## src/rtl/bsram_pkg.sv

```systemverilog
package bsram_pkg;

    // Low two address bits for burst step 'step' from start 'start'.
    function automatic logic [1:0] burst_low(input logic [1:0] start,
                                             input logic [1:0] step,
                                             input bit         linear);
        logic [1:0] r;
        if (linear) r = start + step;
        else        r = start ^ step;
        return r;
    endfunction

endpackage

```

## src/rtl/bsram_addr_ctl.sv

```systemverilog
module bsram_addr_ctl
    import bsram_pkg::*;
#(
    parameter int ADDR_W       = 8,
    parameter int LANES        = 2,
    parameter bit ORDER_LINEAR = 1'b0
) (
    input  logic              clk,
    input  logic              rst_n,
    input  logic [ADDR_W-1:0] addr,
    input  logic              load,
    input  logic              advance,
    input  logic              selected,
    input  logic              sleep,
    input  logic              wr_all,
    input  logic              wr_byte,
    input  logic [LANES-1:0]  byte_sel,
    output logic [ADDR_W-1:0] acc_addr,
    output logic [LANES-1:0]  wr_lanes,
    output logic [ADDR_W-1:0] rd_addr_q,
    output logic              rd_v_q
);

    typedef struct packed {
        logic [ADDR_W-1:0] base;
        logic [1:0]        cnt;
        logic              active;
        logic [ADDR_W-1:0] rd_addr;
        logic              rd_v;
    } ctl_t;

    ctl_t st_d, st_q;
    logic acc_go;
    logic is_wr;
    logic [1:0] step_d;
    logic [LANES-1:0] lane_mask;

    always_comb begin
        st_d     = st_q;
        st_d.rd_v = 1'b0;
        acc_go   = 1'b0;
        acc_addr = addr;
        step_d   = st_q.cnt + 2'd1;
        is_wr    = wr_all | wr_byte;
        lane_mask = wr_all ? {LANES{1'b1}} : byte_sel;

        if (sleep) begin
            st_d.active = 1'b0;
        end else if (load && selected) begin
            st_d.base   = addr;
            st_d.cnt    = 2'd0;
            st_d.active = 1'b1;
            acc_go      = 1'b1;
            acc_addr    = addr;
        end else if (load) begin
            st_d.active = 1'b0;
        end else if (advance && st_q.active) begin
            st_d.cnt = step_d;
            acc_go   = 1'b1;
            acc_addr = {st_q.base[ADDR_W-1:2],
                        burst_low(st_q.base[1:0], step_d, ORDER_LINEAR)};
        end

        wr_lanes = (acc_go && is_wr) ? lane_mask : '0;
        if (acc_go && !is_wr) begin
            st_d.rd_v    = 1'b1;
            st_d.rd_addr = acc_addr;
        end
    end

    always_ff @(posedge clk or negedge rst_n) begin
        if (!rst_n) st_q <= '0;
        else        st_q <= st_d;
    end

    assign rd_addr_q = st_q.rd_addr;
    assign rd_v_q    = st_q.rd_v;

    AST_STEP_ON_ADV: assert property (@(posedge clk) disable iff (!rst_n)
        (!sleep && !load && advance && st_q.active)
        |=> (st_q.cnt == $past(st_q.cnt) + 2'd1));
    AST_HOLD_NO_ADV: assert property (@(posedge clk) disable iff (!rst_n)
        (!load && !advance) |=> ($stable(st_q.cnt) && !rd_v_q));
    AST_DESEL_NO_ACC: assert property (@(posedge clk) disable iff (!rst_n)
        (!sleep && load && !selected) |=> (!rd_v_q && !st_q.active));
    AST_SLEEP_NO_READ: assert property (@(posedge clk) disable iff (!rst_n)
        sleep |=> !rd_v_q);
    AST_SLEEP_NO_WRITE: assert property (@(posedge clk) disable iff (!rst_n)
        sleep |-> (wr_lanes == '0));

endmodule

```

## src/rtl/bsram_array.sv

```systemverilog
module bsram_array #(
    parameter int ADDR_W = 8,
    parameter int LANE_W = 9,
    parameter int LANES  = 2
) (
    input  logic                      clk,
    input  logic                      rst_n,
    input  logic [LANES-1:0]          wr_lanes,
    input  logic [ADDR_W-1:0]         wr_addr,
    input  logic [LANES*LANE_W-1:0]   wdata,
    input  logic [ADDR_W-1:0]         rd_addr,
    output logic [LANES*LANE_W-1:0]   rd_data
);

    localparam int DEPTH = 1 << ADDR_W;

    for (genvar g = 0; g < LANES; g++) begin : g_lane
        logic [LANE_W-1:0] mem_q [DEPTH];

        always_ff @(posedge clk) begin
            if (wr_lanes[g]) mem_q[wr_addr] <= wdata[g*LANE_W +: LANE_W];
        end

        assign rd_data[g*LANE_W +: LANE_W] = mem_q[rd_addr];
    end

    AST_WR_ADDR_KNOWN: assert property (@(posedge clk) disable iff (!rst_n)
        (|wr_lanes) |-> !$isunknown(wr_addr));

endmodule

```

## src/rtl/bsram_out_path.sv

```systemverilog
module bsram_out_path #(
    parameter int DATA_W  = 18,
    parameter bit REG_OUT = 1'b1
) (
    input  logic              clk,
    input  logic              rst_n,
    input  logic              sleep,
    input  logic              out_en_n,
    input  logic              rd_v,
    input  logic [DATA_W-1:0] arr_data,
    output logic [DATA_W-1:0] rdata,
    output logic              rdata_drv
);

    logic              stage_v;
    logic [DATA_W-1:0] stage_data;

    if (REG_OUT) begin : g_registered
        typedef struct packed {
            logic              v;
            logic [DATA_W-1:0] data;
        } stage_t;

        stage_t stage_d, stage_q;

        always_comb begin
            stage_d.v    = rd_v & ~sleep;
            stage_d.data = rd_v ? arr_data : '0;
        end

        always_ff @(posedge clk or negedge rst_n) begin
            if (!rst_n) stage_q <= '0;
            else        stage_q <= stage_d;
        end

        assign stage_v    = stage_q.v;
        assign stage_data = stage_q.data;
    end else begin : g_flow
        assign stage_v    = rd_v;
        assign stage_data = arr_data;
    end

    assign rdata_drv = stage_v & ~out_en_n & ~sleep;
    assign rdata     = rdata_drv ? stage_data : '0;

    AST_OE_QUIET: assert property (@(posedge clk) disable iff (!rst_n)
        out_en_n |-> (!rdata_drv && rdata == '0));
    AST_SLEEP_QUIET: assert property (@(posedge clk) disable iff (!rst_n)
        sleep |-> (!rdata_drv && rdata == '0));

endmodule

```

## src/rtl/burst_sram.sv

```systemverilog
module burst_sram #(
    parameter int ADDR_W       = 8,
    parameter int LANE_W       = 9,
    parameter int LANES        = 2,
    parameter bit ORDER_LINEAR = 1'b0,
    parameter bit REG_OUT      = 1'b1
) (
    input  logic                    clk,
    input  logic                    rst_n,
    input  logic [ADDR_W-1:0]       addr,
    input  logic                    strobe_host,
    input  logic                    strobe_ctrl,
    input  logic                    advance,
    input  logic                    en_a_n,
    input  logic                    en_b,
    input  logic                    en_c_n,
    input  logic                    wr_all,
    input  logic                    wr_byte,
    input  logic [LANES-1:0]        byte_sel,
    input  logic [LANES*LANE_W-1:0] wdata,
    input  logic                    out_en_n,
    input  logic                    sleep,
    output logic [LANES*LANE_W-1:0] rdata,
    output logic                    rdata_drv
);

    localparam int DATA_W = LANES * LANE_W;

    logic              load;
    logic              selected;
    logic [ADDR_W-1:0] acc_addr;
    logic [LANES-1:0]  wr_lanes;
    logic [ADDR_W-1:0] rd_addr_q;
    logic              rd_v_q;
    logic [DATA_W-1:0] arr_data;

    assign load     = strobe_host | strobe_ctrl;
    assign selected = ~en_a_n & en_b & ~en_c_n;

    bsram_addr_ctl #(
        .ADDR_W(ADDR_W), .LANES(LANES), .ORDER_LINEAR(ORDER_LINEAR)
    ) u_ctl (
        .clk(clk), .rst_n(rst_n), .addr(addr), .load(load),
        .advance(advance), .selected(selected), .sleep(sleep),
        .wr_all(wr_all), .wr_byte(wr_byte), .byte_sel(byte_sel),
        .acc_addr(acc_addr), .wr_lanes(wr_lanes),
        .rd_addr_q(rd_addr_q), .rd_v_q(rd_v_q)
    );

    bsram_array #(
        .ADDR_W(ADDR_W), .LANE_W(LANE_W), .LANES(LANES)
    ) u_array (
        .clk(clk), .rst_n(rst_n), .wr_lanes(wr_lanes), .wr_addr(acc_addr),
        .wdata(wdata), .rd_addr(rd_addr_q), .rd_data(arr_data)
    );

    bsram_out_path #(
        .DATA_W(DATA_W), .REG_OUT(REG_OUT)
    ) u_out (
        .clk(clk), .rst_n(rst_n), .sleep(sleep), .out_en_n(out_en_n),
        .rd_v(rd_v_q), .arr_data(arr_data),
        .rdata(rdata), .rdata_drv(rdata_drv)
    );

    AST_RESET_QUIET: assert property (@(posedge clk)
        !rst_n |-> (!rdata_drv && rdata == '0));

endmodule

```

## config.mk

```make
export PLATFORM = sky130hd
export DESIGN_NAME = burst_sram
export DESIGN_NICKNAME = d
export VERILOG_FILES = /design/src/rtl/bsram_pkg.sv /design/src/rtl/bsram_addr_ctl.sv /design/src/rtl/bsram_array.sv /design/src/rtl/bsram_out_path.sv /design/src/rtl/burst_sram.sv
export SDC_FILE = /design/constraint.sdc
export NUM_CORES = 2
export LEC_CHECK = 0
export BUFFER_PORTS_ARGS = -buffer_cell sky130_fd_sc_hd__buf_2
export CAP_MARGIN = 20
export CORE_MARGIN = 2
export CORE_UTILIZATION = 29
export CTS_BUF_LIST = sky130_fd_sc_hd__clkbuf_8
export CTS_CLUSTER_SIZE = 25
export DETAILED_ROUTE_END_ITERATION = 10
export GPL_ROUTABILITY_DRIVEN = 0
export GPL_TIMING_DRIVEN = 0
export REMOVE_ABC_BUFFERS = 1
export SLEW_MARGIN = 20
export SYNTH_ARGS = -nofsm -noshare
export SYNTH_HDL_FRONTEND = slang
export SYNTH_MEMORY_MAX_BITS = 65536
export SYNTH_SLANG_ARGS = --single-unit
```

## constraint.sdc

```tcl
create_clock -name clk -period 4.2 [get_ports clk]
set_clock_uncertainty 0.15 [all_clocks]
set_input_delay 0.84 -clock clk [delete_from_list [all_inputs] [get_ports clk]]
set_output_delay 0.84 -clock clk [all_outputs]
set_load 0.02 [all_outputs]
```

==> flow_summary_export.csv <==
group,metric,value,unit
timing,finalSetupTns,-130840,ps
timing,finalCritPeriodShare,106.8,%
synth,synth_most_common_cell,"edfxtp_1",
setup_path,max_stage_delay,710,ps
route,postRouteAntennaNets,0,
placement,place_hpwl,303800,um
synth,synth_cells,8678,
timing,post-route-min-period,4486,ps
clocking,numCtsBuffers,722,
route,wl_per_cell,27.97,um
final_layout,drive_gt1_share,27.99,%
setup_path,required,4900,ps
die,die_w,795.7,um
placement,io_buffers,58,
timing,hold_viol,0,
placement,detailedPlace.worstSlack,-2074,ps
setup_path,critPathLaunchType,"input pin",
synth,synth_area_leader_cell,"edfxtp_1",
final_layout,area_delta_synth_final,16.11,%
power,total_power,101.6,mW
power,p_leak,63.81,nW
timing,setup-violations-final,1641,
final_layout,final_cells,18138,
clocking,tritoncts,"yes",
route,remaining_drc_errors,0,
clocking,max-clock-path-buffers,4,
synth,synth_flop_cell,"edfxtp_1",
synth,yosysSeqAreaShare,76.66,%
route,finalWirelength,507300,um
setup_path,cp-end-kind,"flip-flop",
die,die_area,633200,um^2
synth,ys_ff_latch,4647,
route,drtIter0Drc,11420,
synth,yosys.area.top_type_share,76.12,%
clocking,clock_sinks,4647,
global_route,antenna_found_initial,18,
die,fp.dieH,795.7,um
clocking,clk_pin_slew_worst_paths,60,ps
route,vias,92673,
route,drtPass1Iterations,7,
run_status,violations,"setup timing",
final_layout,final_cell_area,211100,um^2
clocking,cts-root-buf,"clkbuf_8",
global_route,grt_max_degree,132,
setup_path,crit_arrival,5190,ps
worst_hold_path,hp-class,"input pin to asynchronous set/reset pin",
global_route,grt_pass1_vias,91342,
setup_path,cp_common_cell,"nand2_2",
power,p_per_area,481.6,nW/um^2
final_layout,fin_util,33.82,%
synth,ys_async_sr_fraction,0.8393,%
clocking,clk_latency,1240,ps
timing,worstMarginPinSlew,1200,ps
clocking,htree_levels,6,
final_layout,nets,9270,
route,vias_per_cell,5.109,
timing,setup_slack,-286.4,ps
run_status,status,"finished, violations left",
timing,hold_ws,141.1,ps
placement,dp.cells,16725,
synth,synth.area.top_cells,"edfxtp_1 76%, mux4_2 10%, mux2i_1 3.3%",
synth,ys_types,82,
setup_path,cp.buffers_inverters,2,
die,io_pins,59,
setup_path,crit_chain,"buf_2 > dlygate4sd3_1 > nor4b_2 > nand2_2 > mux2i_4 > nand2_1 > nor2_1 > nand2_2 > nor2_2",
setup_path,crit_slowest_cell,"mux2i_4",
timing,fmax,0.2229,GHz
global_route,grt_first_pass_wirelength,707800,um
global_route,track_usage,15.38,%
timing,slew_headroom,20.02,%
die,rows,290,
synth,synth_commonest_cells,"4608 x edfxtp_1, 833 x mux4_2, 653 x nor2_1",
power,peakVddDrop,0.3522,mV
die,start_util,29.13,%
setup_path,crit_type,"input pin to flip-flop",
global_route,overflow,0,
setup_path,path_max_fanout,16,
synth,synth_warnings,0,
timing,rsz0062_at_grt,"yes",
synth,syn_area_per_cell,20.95,um^2
flow_run,maxCapViolCount,0,
synth,synth_area,181800,um^2
timing,timing.final.max_slew_violations,0,
setup_path,critPathTopFamily,"simple AND/OR/NAND/NOR gates",
die,core,624100,um^2
placement,dpl_cell_area,193900,um^2
synth,synth_edf_count,4608,
-- repair_timing --
action | 4_1_cts | 5_1_grt
hold endpoints to repair | 999 | 0
cloned | 32 | 0
hold buffers | 33 | 0
setup endpoints to repair | 4262 | 4058
pin swaps | 30 | 0
buffers inserted | 36 | 2
resized for setup | 497 | 211
-- layer usage --
metal | part of all wire (%) | GRT usage, %
met4 | 2.8 | 4.529
met3 | 8.3 | 2.815
met1 | 41 | 21.29
met2 | 48 | 24.78
met5 | 0.012 | 0
-- state kept, by name (all words and copies together) (netlist names) --
signal                flops
u_ctl.st_q               11
u_out.stage_v             1
u_ctl.rd_v_q              1
u_out.stage_data         18
u_ctl.rd_addr_q           8
u_array.g_lane.mem_q   4608
-- cells by family (layout without fill, tap and decap cells) --
logic type	count (synthesis)	count (layout)	synth area share (%)
buffers and inverters	546	1671	2.266
muxes	1560	1560	15.23
and+or+nand+nor	1057	1058	2.497
other	0	12	0
AOI/OAI and AO/OA	865	865	3.332
xor gates and xnor gates	3	3	0.01446
DFF	4647	4647	76.66
-- tightest hold or removal path, cell delays in order --
cell	delay, ps
dlygate4sd3_1	560
buf_4	210
buf_16	220
-- cell type report --
class	count	area (um^2)
diodes	12	30.03
clock buffers	746	10270
clock inverters	552	2848
fillers	58407	413000
inverters	6	48.80
multi-input cells	3486	41030
flip-flops and latches	4647	139400
well taps	8322	10410
repair buffers	366	7037
repair inverters	1	8.758
-- cell usage in the layout (no fill, tap or decap), drive strengths merged, types with 11 or more instances in the layout --
| cell | count |
|---|---|
| clkbuf | 746 |
| a2111oi | 21 |
| a22o | 13 |
| a31oi | 20 |
| inv | 273 |
| mux2 | 25 |
| a21oi | 146 |
| bufinv | 14 |
| o221ai | 183 |
| o311ai | 11 |
| clkinv | 253 |
| and2 | 38 |
| nor2 | 653 |
| a211oi | 59 |
| o211ai | 16 |
| diode | 12 |
| a221oi | 16 |
| nor4 | 20 |
| nor2b | 14 |
| mux2i | 603 |
| buf | 304 |
| o21ai | 102 |
| mux4 | 932 |
| a22oi | 55 |
| bufbuf | 29 |
| nand2 | 167 |
| o22ai | 167 |
| nand3 | 34 |
| nor3 | 57 |
| edfxtp | 4608 |
| dfrtp | 39 |
| dlygate4sd3 | 33 |
| clkinvlp | 19 |
| nand4 | 20 |
-- path summary, 6_finish.rpt --
kind / start / endpoint / slack [ps] / cells after the start
worst max-delay path: strobe_ctrl / u_array.g_lane[1].mem_q[20][7]$_DFFE_PP_ / -290 / 9
worst max register to register: u_ctl.st_q[9]$_DFFE_PN0P_ / u_array.g_lane[1].mem_q[20][7]$_DFFE_PP_ / -260 / 7
min in group clk: strobe_host / u_ctl.st_q[14]$_DFFE_PN0P_ / 160 / 3
worst min-delay path: rst_n / u_ctl.rd_v_q$_DFF_PN0_ / 140 / 3
max in group asynchronous: rst_n / u_out.stage_data[8]$_DFF_PN0_ / 2710 / 3
worst min register to register: u_ctl.st_q[11]$_DFFE_PN0P_ / u_ctl.st_q[11]$_DFFE_PN0P_ / 370 / 1
-- power breakdown --
part	internal, mW	switching, mW	leakage (nW)
clock	17.4	17.8	7.60
sequential	51.0	0.117	41.9
combinational	6.17	9.19	14.3
No activity file was read; power rests on OpenSTA's default activity.
